File: src/rtl/xchg_pkg.sv
package xchg_pkg;

  typedef enum logic [1:0] {
    ST_IDLE  = 2'd0,
    ST_LOAD  = 2'd1,
    ST_STORE = 2'd2,
    ST_DONE  = 2'd3
  } xchgState_t;

  // Strobes from control to datapath
  typedef struct packed {
    logic captureReq;     // latch request fields, clear status
    logic markFault;      // alignment fault at capture
    logic captureLoad;    // latch load data
    logic markLoadAbort;
    logic markStoreAbort;
    logic finish;         // completion cycle
  } xchgStrobe_t;

endpackage

File: src/rtl/xchg_ctrl.sv
module xchg_ctrl
  import xchg_pkg::*;
(
  input  logic        clk,
  input  logic        rstN,
  input  logic        reqValid,
  input  logic        alignCheckEn,
  input  logic        reqMisaligned,
  input  logic        memReady,
  input  logic        memAbort,
  output logic        reqReady,
  output logic        memReq,
  output logic        memWrite,
  output logic        memLock,
  output logic        doneValid,
  output xchgStrobe_t strobe
);

  xchgState_t stateQ, stateD;

  always_ff @(posedge clk) begin
    if (!rstN) stateQ <= ST_IDLE;
    else       stateQ <= stateD;
  end

  always_comb begin
    stateD    = stateQ;
    strobe    = '0;
    reqReady  = 1'b0;
    memReq    = 1'b0;
    memWrite  = 1'b0;
    doneValid = 1'b0;
    unique case (stateQ)
      ST_IDLE: begin
        reqReady = 1'b1;
        if (reqValid) begin
          strobe.captureReq = 1'b1;
          if (alignCheckEn && reqMisaligned) begin
            strobe.markFault = 1'b1;
            stateD = ST_DONE;
          end else begin
            stateD = ST_LOAD;
          end
        end
      end
      ST_LOAD: begin
        memReq = 1'b1;
        if (memReady) begin
          if (memAbort) begin
            strobe.markLoadAbort = 1'b1;
            stateD = ST_DONE;
          end else begin
            strobe.captureLoad = 1'b1;
            stateD = ST_STORE;
          end
        end
      end
      ST_STORE: begin
        memReq   = 1'b1;
        memWrite = 1'b1;
        if (memReady) begin
          strobe.markStoreAbort = memAbort;
          stateD = ST_DONE;
        end
      end
      ST_DONE: begin
        doneValid     = 1'b1;
        strobe.finish = 1'b1;
        stateD        = ST_IDLE;
      end
      default: stateD = ST_IDLE;
    endcase
  end

  // Lock spans the load and store phases back to back
  assign memLock = (stateQ == ST_LOAD) || (stateQ == ST_STORE);

endmodule

File: src/rtl/xchg_datapath.sv
module xchg_datapath
  import xchg_pkg::*;
#(
  parameter int AW = 32,
  parameter int DW = 32
) (
  input  logic          clk,
  input  logic          rstN,
  input  xchgStrobe_t   strobe,
  input  logic [AW-1:0] reqAddr,
  input  logic [DW-1:0] reqData,
  input  logic          reqByte,
  input  logic [DW-1:0] memRdata,
  output logic          reqMisaligned,
  output logic [AW-1:0] memAddr,
  output logic [DW-1:0] memWdata,
  output logic          memByte,
  output logic          rdWe,
  output logic [DW-1:0] rdData,
  output logic          alignFault,
  output logic          loadAbort,
  output logic          storeAbort
);

  localparam int LANES = DW / 8;
  localparam int OFFW  = $clog2(LANES);

  logic [AW-1:0] addrQ;
  logic [DW-1:0] dataQ;
  logic          byteQ;
  logic [DW-1:0] loadQ;
  logic          faultQ, loadAbQ, storeAbQ;
  logic [OFFW-1:0] offQ;
  logic [DW-1:0] rotated;

  assign reqMisaligned = !reqByte && (reqAddr[OFFW-1:0] != '0);

  always_ff @(posedge clk) begin
    if (!rstN) begin
      addrQ    <= '0;
      dataQ    <= '0;
      byteQ    <= 1'b0;
      loadQ    <= '0;
      faultQ   <= 1'b0;
      loadAbQ  <= 1'b0;
      storeAbQ <= 1'b0;
    end else begin
      if (strobe.captureReq) begin
        addrQ    <= reqAddr;
        dataQ    <= reqData;
        byteQ    <= reqByte;
        faultQ   <= strobe.markFault;
        loadAbQ  <= 1'b0;
        storeAbQ <= 1'b0;
      end
      if (strobe.captureLoad)    loadQ    <= memRdata;
      if (strobe.markLoadAbort)  loadAbQ  <= 1'b1;
      if (strobe.markStoreAbort) storeAbQ <= 1'b1;
    end
  end

  assign offQ = addrQ[OFFW-1:0];

  // Rotate right by whole bytes: output lane k takes source lane k+offset
  for (genvar k = 0; k < LANES; k++) begin : g_lane
    logic [OFFW-1:0] srcLane;
    assign srcLane = OFFW'(k) + offQ;
    assign rotated[k*8 +: 8] = loadQ[srcLane*8 +: 8];
  end

  assign memByte  = byteQ;
  assign memAddr  = byteQ ? addrQ : {addrQ[AW-1:OFFW], {OFFW{1'b0}}};
  assign memWdata = byteQ ? {{(DW-8){1'b0}}, dataQ[7:0]} : dataQ;

  assign rdData     = byteQ ? {{(DW-8){1'b0}}, loadQ[7:0]} : rotated;
  assign alignFault = faultQ;
  assign loadAbort  = loadAbQ;
  assign storeAbort = storeAbQ;
  assign rdWe       = strobe.finish && !faultQ && !loadAbQ && !storeAbQ;

endmodule

File: src/rtl/atomic_xchg_unit.sv
module atomic_xchg_unit
  import xchg_pkg::*;
#(
  parameter int AW = 32,
  parameter int DW = 32
) (
  input  logic          clk,
  input  logic          rstN,
  input  logic          reqValid,
  output logic          reqReady,
  input  logic [AW-1:0] reqAddr,
  input  logic [DW-1:0] reqData,
  input  logic          reqByte,
  input  logic          alignCheckEn,
  output logic          memReq,
  output logic          memWrite,
  output logic          memByte,
  output logic          memLock,
  output logic [AW-1:0] memAddr,
  output logic [DW-1:0] memWdata,
  input  logic [DW-1:0] memRdata,
  input  logic          memReady,
  input  logic          memAbort,
  output logic          doneValid,
  output logic          rdWe,
  output logic [DW-1:0] rdData,
  output logic          alignFault,
  output logic          loadAbort,
  output logic          storeAbort
);

  xchgStrobe_t strobe;
  logic        reqMisaligned;

  xchg_ctrl u_ctrl (
    .clk          (clk),
    .rstN         (rstN),
    .reqValid     (reqValid),
    .alignCheckEn (alignCheckEn),
    .reqMisaligned(reqMisaligned),
    .memReady     (memReady),
    .memAbort     (memAbort),
    .reqReady     (reqReady),
    .memReq       (memReq),
    .memWrite     (memWrite),
    .memLock      (memLock),
    .doneValid    (doneValid),
    .strobe       (strobe)
  );

  xchg_datapath #(.AW(AW), .DW(DW)) u_dp (
    .clk          (clk),
    .rstN         (rstN),
    .strobe       (strobe),
    .reqAddr      (reqAddr),
    .reqData      (reqData),
    .reqByte      (reqByte),
    .memRdata     (memRdata),
    .reqMisaligned(reqMisaligned),
    .memAddr      (memAddr),
    .memWdata     (memWdata),
    .memByte      (memByte),
    .rdWe         (rdWe),
    .rdData       (rdData),
    .alignFault   (alignFault),
    .loadAbort    (loadAbort),
    .storeAbort   (storeAbort)
  );

endmodule

File: config.mk
export PLATFORM = sky130hd
export DESIGN_NAME = atomic_xchg_unit
export DESIGN_NICKNAME = d
export VERILOG_FILES = /design/src/rtl/xchg_pkg.sv /design/src/rtl/xchg_ctrl.sv /design/src/rtl/xchg_datapath.sv /design/src/rtl/atomic_xchg_unit.sv
export SDC_FILE = /design/constraint.sdc
export NUM_CORES = 1
export LEC_CHECK = 0
export BUFFER_PORTS_ARGS = -buffer_cell sky130_fd_sc_hd__buf_4
export CAP_MARGIN = 20
export CORE_UTILIZATION = 30
export DETAILED_ROUTE_END_ITERATION = 16
export PLACE_DENSITY = 0.57
export SLEW_MARGIN = 20
export SYNTH_ARGS = -nofsm -noshare
export SYNTH_HDL_FRONTEND = slang
export SYNTH_SLANG_ARGS = --single-unit
export TNS_END_PERCENT = 10
File: constraint.sdc
create_clock -name clk -period 1.38 [get_ports clk]
set_input_delay 0.276 -clock clk [delete_from_list [all_inputs] [get_ports clk]]
set_output_delay 0.276 -clock clk [all_outputs]
set_load 0.005 [all_outputs]
-- Word-level counts from Yosys, hierarchy flattened
Index checks and enable logic that the tools add are counted.
- register bits after elaboration: 102
- output and inout bits: 106
- add/sub/neg operators: 3
- equal/unequal tests: 6
- shifts and indexed selects: 4
- mux-type cells: 25
- reduce and logical (&&, ||, !) cells: 16
- operators with widths (cell ; number):
    variable part select 32 x 6 -> 8 bit ; 4
    2-to-1 mux 32 bit ; 2
    2-to-1 mux 2 bit ; 9
    2-to-1 mux 1 bit ; 13
    one-hot mux 2 bit (4 select lines) ; 1
    != test 2 bit, second input constant ; 3
    nonzero test 2 bit ; 3
    logical AND 1 bit ; 5
    adder 2 bit, first input constant ; 2
    equality test 2 bit, second input constant ; 2
    logical NOT 1 bit ; 4
    AND reduction 3 bit ; 1
    adder 1 x 2 -> 2 bit, first input constant ; 1
    equality test 2 x 1 -> 1 bit, second input constant ; 1
    logical NOT 2 bit ; 1
    OR reduction 2 bit ; 1
    logical OR 1 bit ; 1

-- Longest topological paths before layout
- word-level depth: 8
- mapped depth: 7

-- Hierarchy
Synthesis repeated with hierarchy kept, for this count alone.
- cell total of the unflattened synthesis: 516
- area, all modules: 5519.0 um^2
- modules (own cells, without submodules) (module ; times used ; cells an instance ; area each (um^2) ; seq. area each (um^2)):
    xchg_datapath ; 1 ; 488 ; 5270.1 ; 2001.9
    xchg_ctrl ; 1 ; 28 ; 249.0 ; 40.0

-- Worst setup path after synthesis
Ideal clock, no wire load.
- path type: register to output
- start point: reg u_dp.addrQ[0]
- end point: out rdData[13]
- arrival: 1.176 ns
- data required time: 1.104 ns
- setup slack: -0.072 ns
- stages on the path, launching flop included: 5
- buffers on the path: 2
- cell sequence: dfxtp_1 > buf_6 > buf_8 > mux4_2 > nor2b_1
- word-level cells in the longest chain between the ends: 3
- RTL lines (what ; line ; RTL):
    start: declaration ; xchg_datapath.sv:28 ; logic [AW-1:0] addrQ;
    start signal: assignment ; xchg_datapath.sv:49 ; addrQ <= reqAddr;
    adder 1 x 2 -> 2 bit ; xchg_datapath.sv:67 ; assign srcLane = OFFW'(k) + offQ;
    variable part select 32 x 6 -> 8 bit ; xchg_datapath.sv:68 ; assign rotated[k*8 +: 8] = loadQ[srcLane*8 +: 8];
    2-to-1 mux 32 bit ; xchg_datapath.sv:75 ; assign rdData = byteQ ? {{(DW-8){1'b0}}, loadQ[7:0]} : rotated;
    end: declaration ; atomic_xchg_unit.sv:26 ; output logic [DW-1:0] rdData,
No other way between the ends.

-- Final worst setup path
- start point: reg u_dp.addrQ[0]
- end point: out rdData[16]
- word-level cells in the longest chain between the ends: 3
- RTL lines (what ; line):
    adder 2 bit ; xchg_datapath.sv:67
    variable part select 32 x 6 -> 8 bit ; xchg_datapath.sv:68
    2-to-1 mux 32 bit ; xchg_datapath.sv:75
No other way between the ends.

==> results.tsv <==
stage	metric	value	unit
worst_setup_path	Crit Path Class	flop to output pin	
finish	final antenna diode count	0	
worst_setup_path	critical path endpoint category	output pin	
timing	final setup vio count	67	
routing	router iterations before antenna repair	4	
finish	Final Non-Filler Cells	1049	
logic_synthesis	Unique masters post-synth	33	
logic_synthesis	Post-synth EDFFs	0	
clock_tree	clk_lat worst skew	360	ps
clock_tree	clock buffers created by TritonCTS	9	
routing	First DRT Iteration DRCs	235	
flow_run	reported max-cap violation count	0	
worst_setup_path	Crit path arrival time	1740	ps
routing	Final ANT Viol Nets	0	
logic_synthesis	Synth area leaders	sky130_fd_sc_hd__dfxtp_1, sky130_fd_sc_hd__nand2_1, sky130_fd_sc_hd__a21oi_1	
finish	fraction of final layout cells sized beyond drive strength 1	45.0	%
routing	mean routed wirelength per cell	15.4	um
floorplanning	Die Area	0.0175	mm^2
grt	grt total ovfl	0	
status	outcome	complete, but fails checks	
floorplanning	row cnt	47	
timing	number of hold violations in the final report	0	
clock_tree	number of H-tree levels	3	
logic_synthesis	Synth Area per Inst	8.15	um^2
timing	final clock skew	10.0	ps
grt	first-pass GRT wire length	24200	um
logic_synthesis	most area-hungry cell type in the Yosys netlist	sky130_fd_sc_hd__dfxtp_1	
timing	Fmax	496	MHz
routing	via total after detailed routing	4913	
placed_design	number of buffer cells added on primary ports	208	
timing	Tmin final	2020	ps
worst_hold_path	worst min-delay path category	input pin to flop	
clock_tree	root buf cell	sky130_fd_sc_hd__clkbuf_16	
grt	Overall Global Routing Usage	17.8	%
logic_synthesis	post-synthesis sequential element count	102	
finish	Layout fillers	1653	
placed_design	number of placed cells counting well taps	1020	
routing	total routed wirelength	16200	um
worst_setup_path	CP max FO	5	
grt	largest net degree at the start of global routing	55	
logic_synthesis	most instantiated cells after synthesis	sky130_fd_sc_hd__nand2_1, sky130_fd_sc_hd__dfxtp_1, sky130_fd_sc_hd__a21oi_1	
worst_hold_path	beginning of the worst hold path	reqData[5]	
timing	share of the cycle needed by the critical path after routing	146	%
logic_synthesis	main combinational cell family by area after synthesis	simple AND/OR/NAND/NOR gates	
logic_synthesis	fraction of registers with async set or reset after synthesis	0	%
timing	worst slack on hold paths	156	ps
logic_synthesis	XOR/XNOR Fraction of Synth Area	0	%
pwr	Pwr Density	1400	mW/mm^2
worst_setup_path	Crit-path slowest cell	sky130_fd_sc_hd__dfxtp_4	
floorplanning	initial cell density of the core	30.7	%
clock_tree	clock tree from TritonCTS	yes	
timing	number of pins with negative max-slew slack in the final report	0	
finish	Multi-input gate area	0.00280	mm^2
logic_synthesis	number of warnings printed during yosys synthesis	0	
logic_synthesis	Syn Inst Count	624	
grt	number of global-route vias before repair	4493	
logic_synthesis	Synth Cell Area	0.00509	mm^2
clock_tree	clock-pin slew reported for the worst setup and hold paths after clock tree synthesis	80	ps
floorplanning	die outline height	132	um
routing	DRC violation count after routing	0	
logic_synthesis	post-synthesis share of cell area spent on and, or, nand and nor gates	22.5	%
placed_design	estimated wirelength of the detail-placed design	11300	um
logic_synthesis	share of the synthesized area in the top cell type	40.1	%
timing	final critical-path setup slack	-636	ps
timing	Tightest Pin Transition	343	ps
finish	Nets	932	
worst_setup_path	critical path launch point	u_dp.addrQ[0]	
floorplanning	x dimension of the die	132	um
worst_setup_path	launch instance of the worst register-to-register path	u_ctrl.stateQ[0]	
timing	Max-Slew Margin vs Limit	77.0	%
finish	area of all sequential standard cells	0.00206	mm^2
logic_synthesis	most frequent cell after synthesis	sky130_fd_sc_hd__nand2_1	
logic_synthesis	share of synthesized area spent on multiplexers	8.95	%
finish	final core utilization	47.1	%
clock_tree	buffer depth of the longest clock path	2	
finish	Layout area overhead	53.4	%
worst_setup_path	Worst Path Required	1100	ps
timing	RSZ-0062 raised after global routing	yes	
worst_setup_path	Cell Chain, Critical Path	clkbuf_16, buf_8, mux2i_4, a211oi_1, buf_4	
logic_synthesis	predominant post-synthesis flop cell	sky130_fd_sc_hd__dfxtp_1	
logic_synthesis	post-synthesis adder-cell area fraction	1.23	%
logic_synthesis	sequential share of the synthesized area	40.1	%
status	violated checks	negative setup slack	
grt	number of antenna violations at the first check in global routing	0	
logic_synthesis	compound-gate portion of the synthesized area	16.2	%
worst_setup_path	startpoint type of the worst setup path	flop	
worst_setup_path	R2R setup slack	-110	ps
worst_setup_path	Worst path max stage delay	390	ps
floorplanning	Top-Level Pins	209	
floorplanning	standard cell core area	0.0166	mm^2
pwr	worst-case vdd ir drop	0.000757	V
routing	average vias per placed instance	4.68	
clock_tree	clock sink total	102	
pwr	static leakage	3.28	nW
placed_design	global placer's final weighted congestion	0.871	
logic_synthesis	synthesized net count	732	
## worst max-delay path: cells and delay by family, from the launching register on
kind / cells / cell delay, ps
buffers and inverters: 3 / 470
DFF: 1 / 390
AOI/OAI and AO/OA: 1 / 350
muxes: 1 / 180
## metrics by stage
stage	worst slack (ps)	area (um^2)	TNS, ps	power [mW]
2_1_floorplan	-59.0	5100	-1260	6.01
3_3_place_gp	-230	6950	-8540	7.89
3_5_place_dp	-248	6950	-8380	7.90
4_1_cts	-630	7380	-22920	10.6
5_1_grt	-664	7800	-27220	11.6
6_report	-636	7800	-21940	10.9
## worst paths after layout
kind / to / cells after the start
setup / recovery: rdData[16] / 5
hold / removal: u_dp.dataQ[5] / 3
setup reg to reg: u_ctrl.stateQ[0] / 6
hold reg to reg: u_dp.dataQ[11] / 2
## placed cells by master (no fill, tap or decap), types with 5 or more instances in the layout
| master | Yosys | layout |
|---|---|---|
| sky130_fd_sc_hd__a211oi_1 | 17 | 10 |
| sky130_fd_sc_hd__a211oi_2 | 0 | 7 |
| sky130_fd_sc_hd__a21oi_1 | 99 | 83 |
| sky130_fd_sc_hd__a21oi_2 | 0 | 16 |
| sky130_fd_sc_hd__a2bb2oi_2 | 0 | 6 |
| sky130_fd_sc_hd__buf_12 | 0 | 11 |
| sky130_fd_sc_hd__buf_4 | 43 | 243 |
| sky130_fd_sc_hd__buf_6 | 2 | 15 |
| sky130_fd_sc_hd__clkbuf_16 | 0 | 11 |
| sky130_fd_sc_hd__dfxtp_1 | 102 | 97 |
| sky130_fd_sc_hd__mux2i_4 | 0 | 5 |
| sky130_fd_sc_hd__mux4_2 | 12 | 16 |
| sky130_fd_sc_hd__nand2_1 | 196 | 192 |
| sky130_fd_sc_hd__nor2b_1 | 45 | 39 |
| sky130_fd_sc_hd__nor2b_4 | 2 | 8 |
| sky130_fd_sc_hd__o22a_1 | 8 | 8 |
## power by group
group / switching, mW / total (mW) / internal [mW]
registers: 0.371 / 3.79 / 3.42
logic: 2.08 / 4.67 / 2.59
clock network: 1.21 / 2.46 / 1.25
## area by class of cell
class	count	area share, %
Tap cell	220	3.53
Multi-Input combinational cell	429	35.9
Clock inverter	7	0.738
Timing Repair Buffer	276	30.3
Inverter	6	0.337
Sequential cell	102	26.3
Clock buffer	9	2.89
## logic make-up (layout without fill, tap and decap cells)
logic type                 after synthesis  in the layout
buffers and inverters                   93            298
AOI/OAI and AO/OA                      140            140
DFF                                    102            102
muxes                                   24             24
adders and majority gates                5              5
and+or+nand+nor                        260            260
## flip-flops by register name (all words and copies together), names as in the netlist
| register | count |
|---|---|
| u_ctrl.stateQ | 2 |
| u_dp.storeAbort | 1 |
| u_dp.dataQ | 32 |
| u_dp.loadQ | 32 |
| u_dp.addrQ | 32 |
| u_dp.alignFault | 1 |
| u_dp.memByte | 1 |
| u_dp.loadAbort | 1 |
## layer usage
metal / vias to the layer above / wire length, um / global-route usage (%)
met2: 189 / 7920 / 29.6
met5: - / 0 / 0
met3: 16 / 1210 / 5.23
met4: 0 / 272 / 6.45
met1: 2255 / 6780 / 21.8
li1: 2453 / - / -
## repair_timing
item / in CTS / in global routing
endpoints found under the hold margin: 0 / 0
gates resized for setup: 25 / 75
pin swaps: 4 / 35
hold buffers: 0 / 0
setup buffers: 1 / 8
gates cloned: 2 / 2
setup endpoints to repair: 163 / 99
No activity file was read; power rests on OpenSTA's default activity.
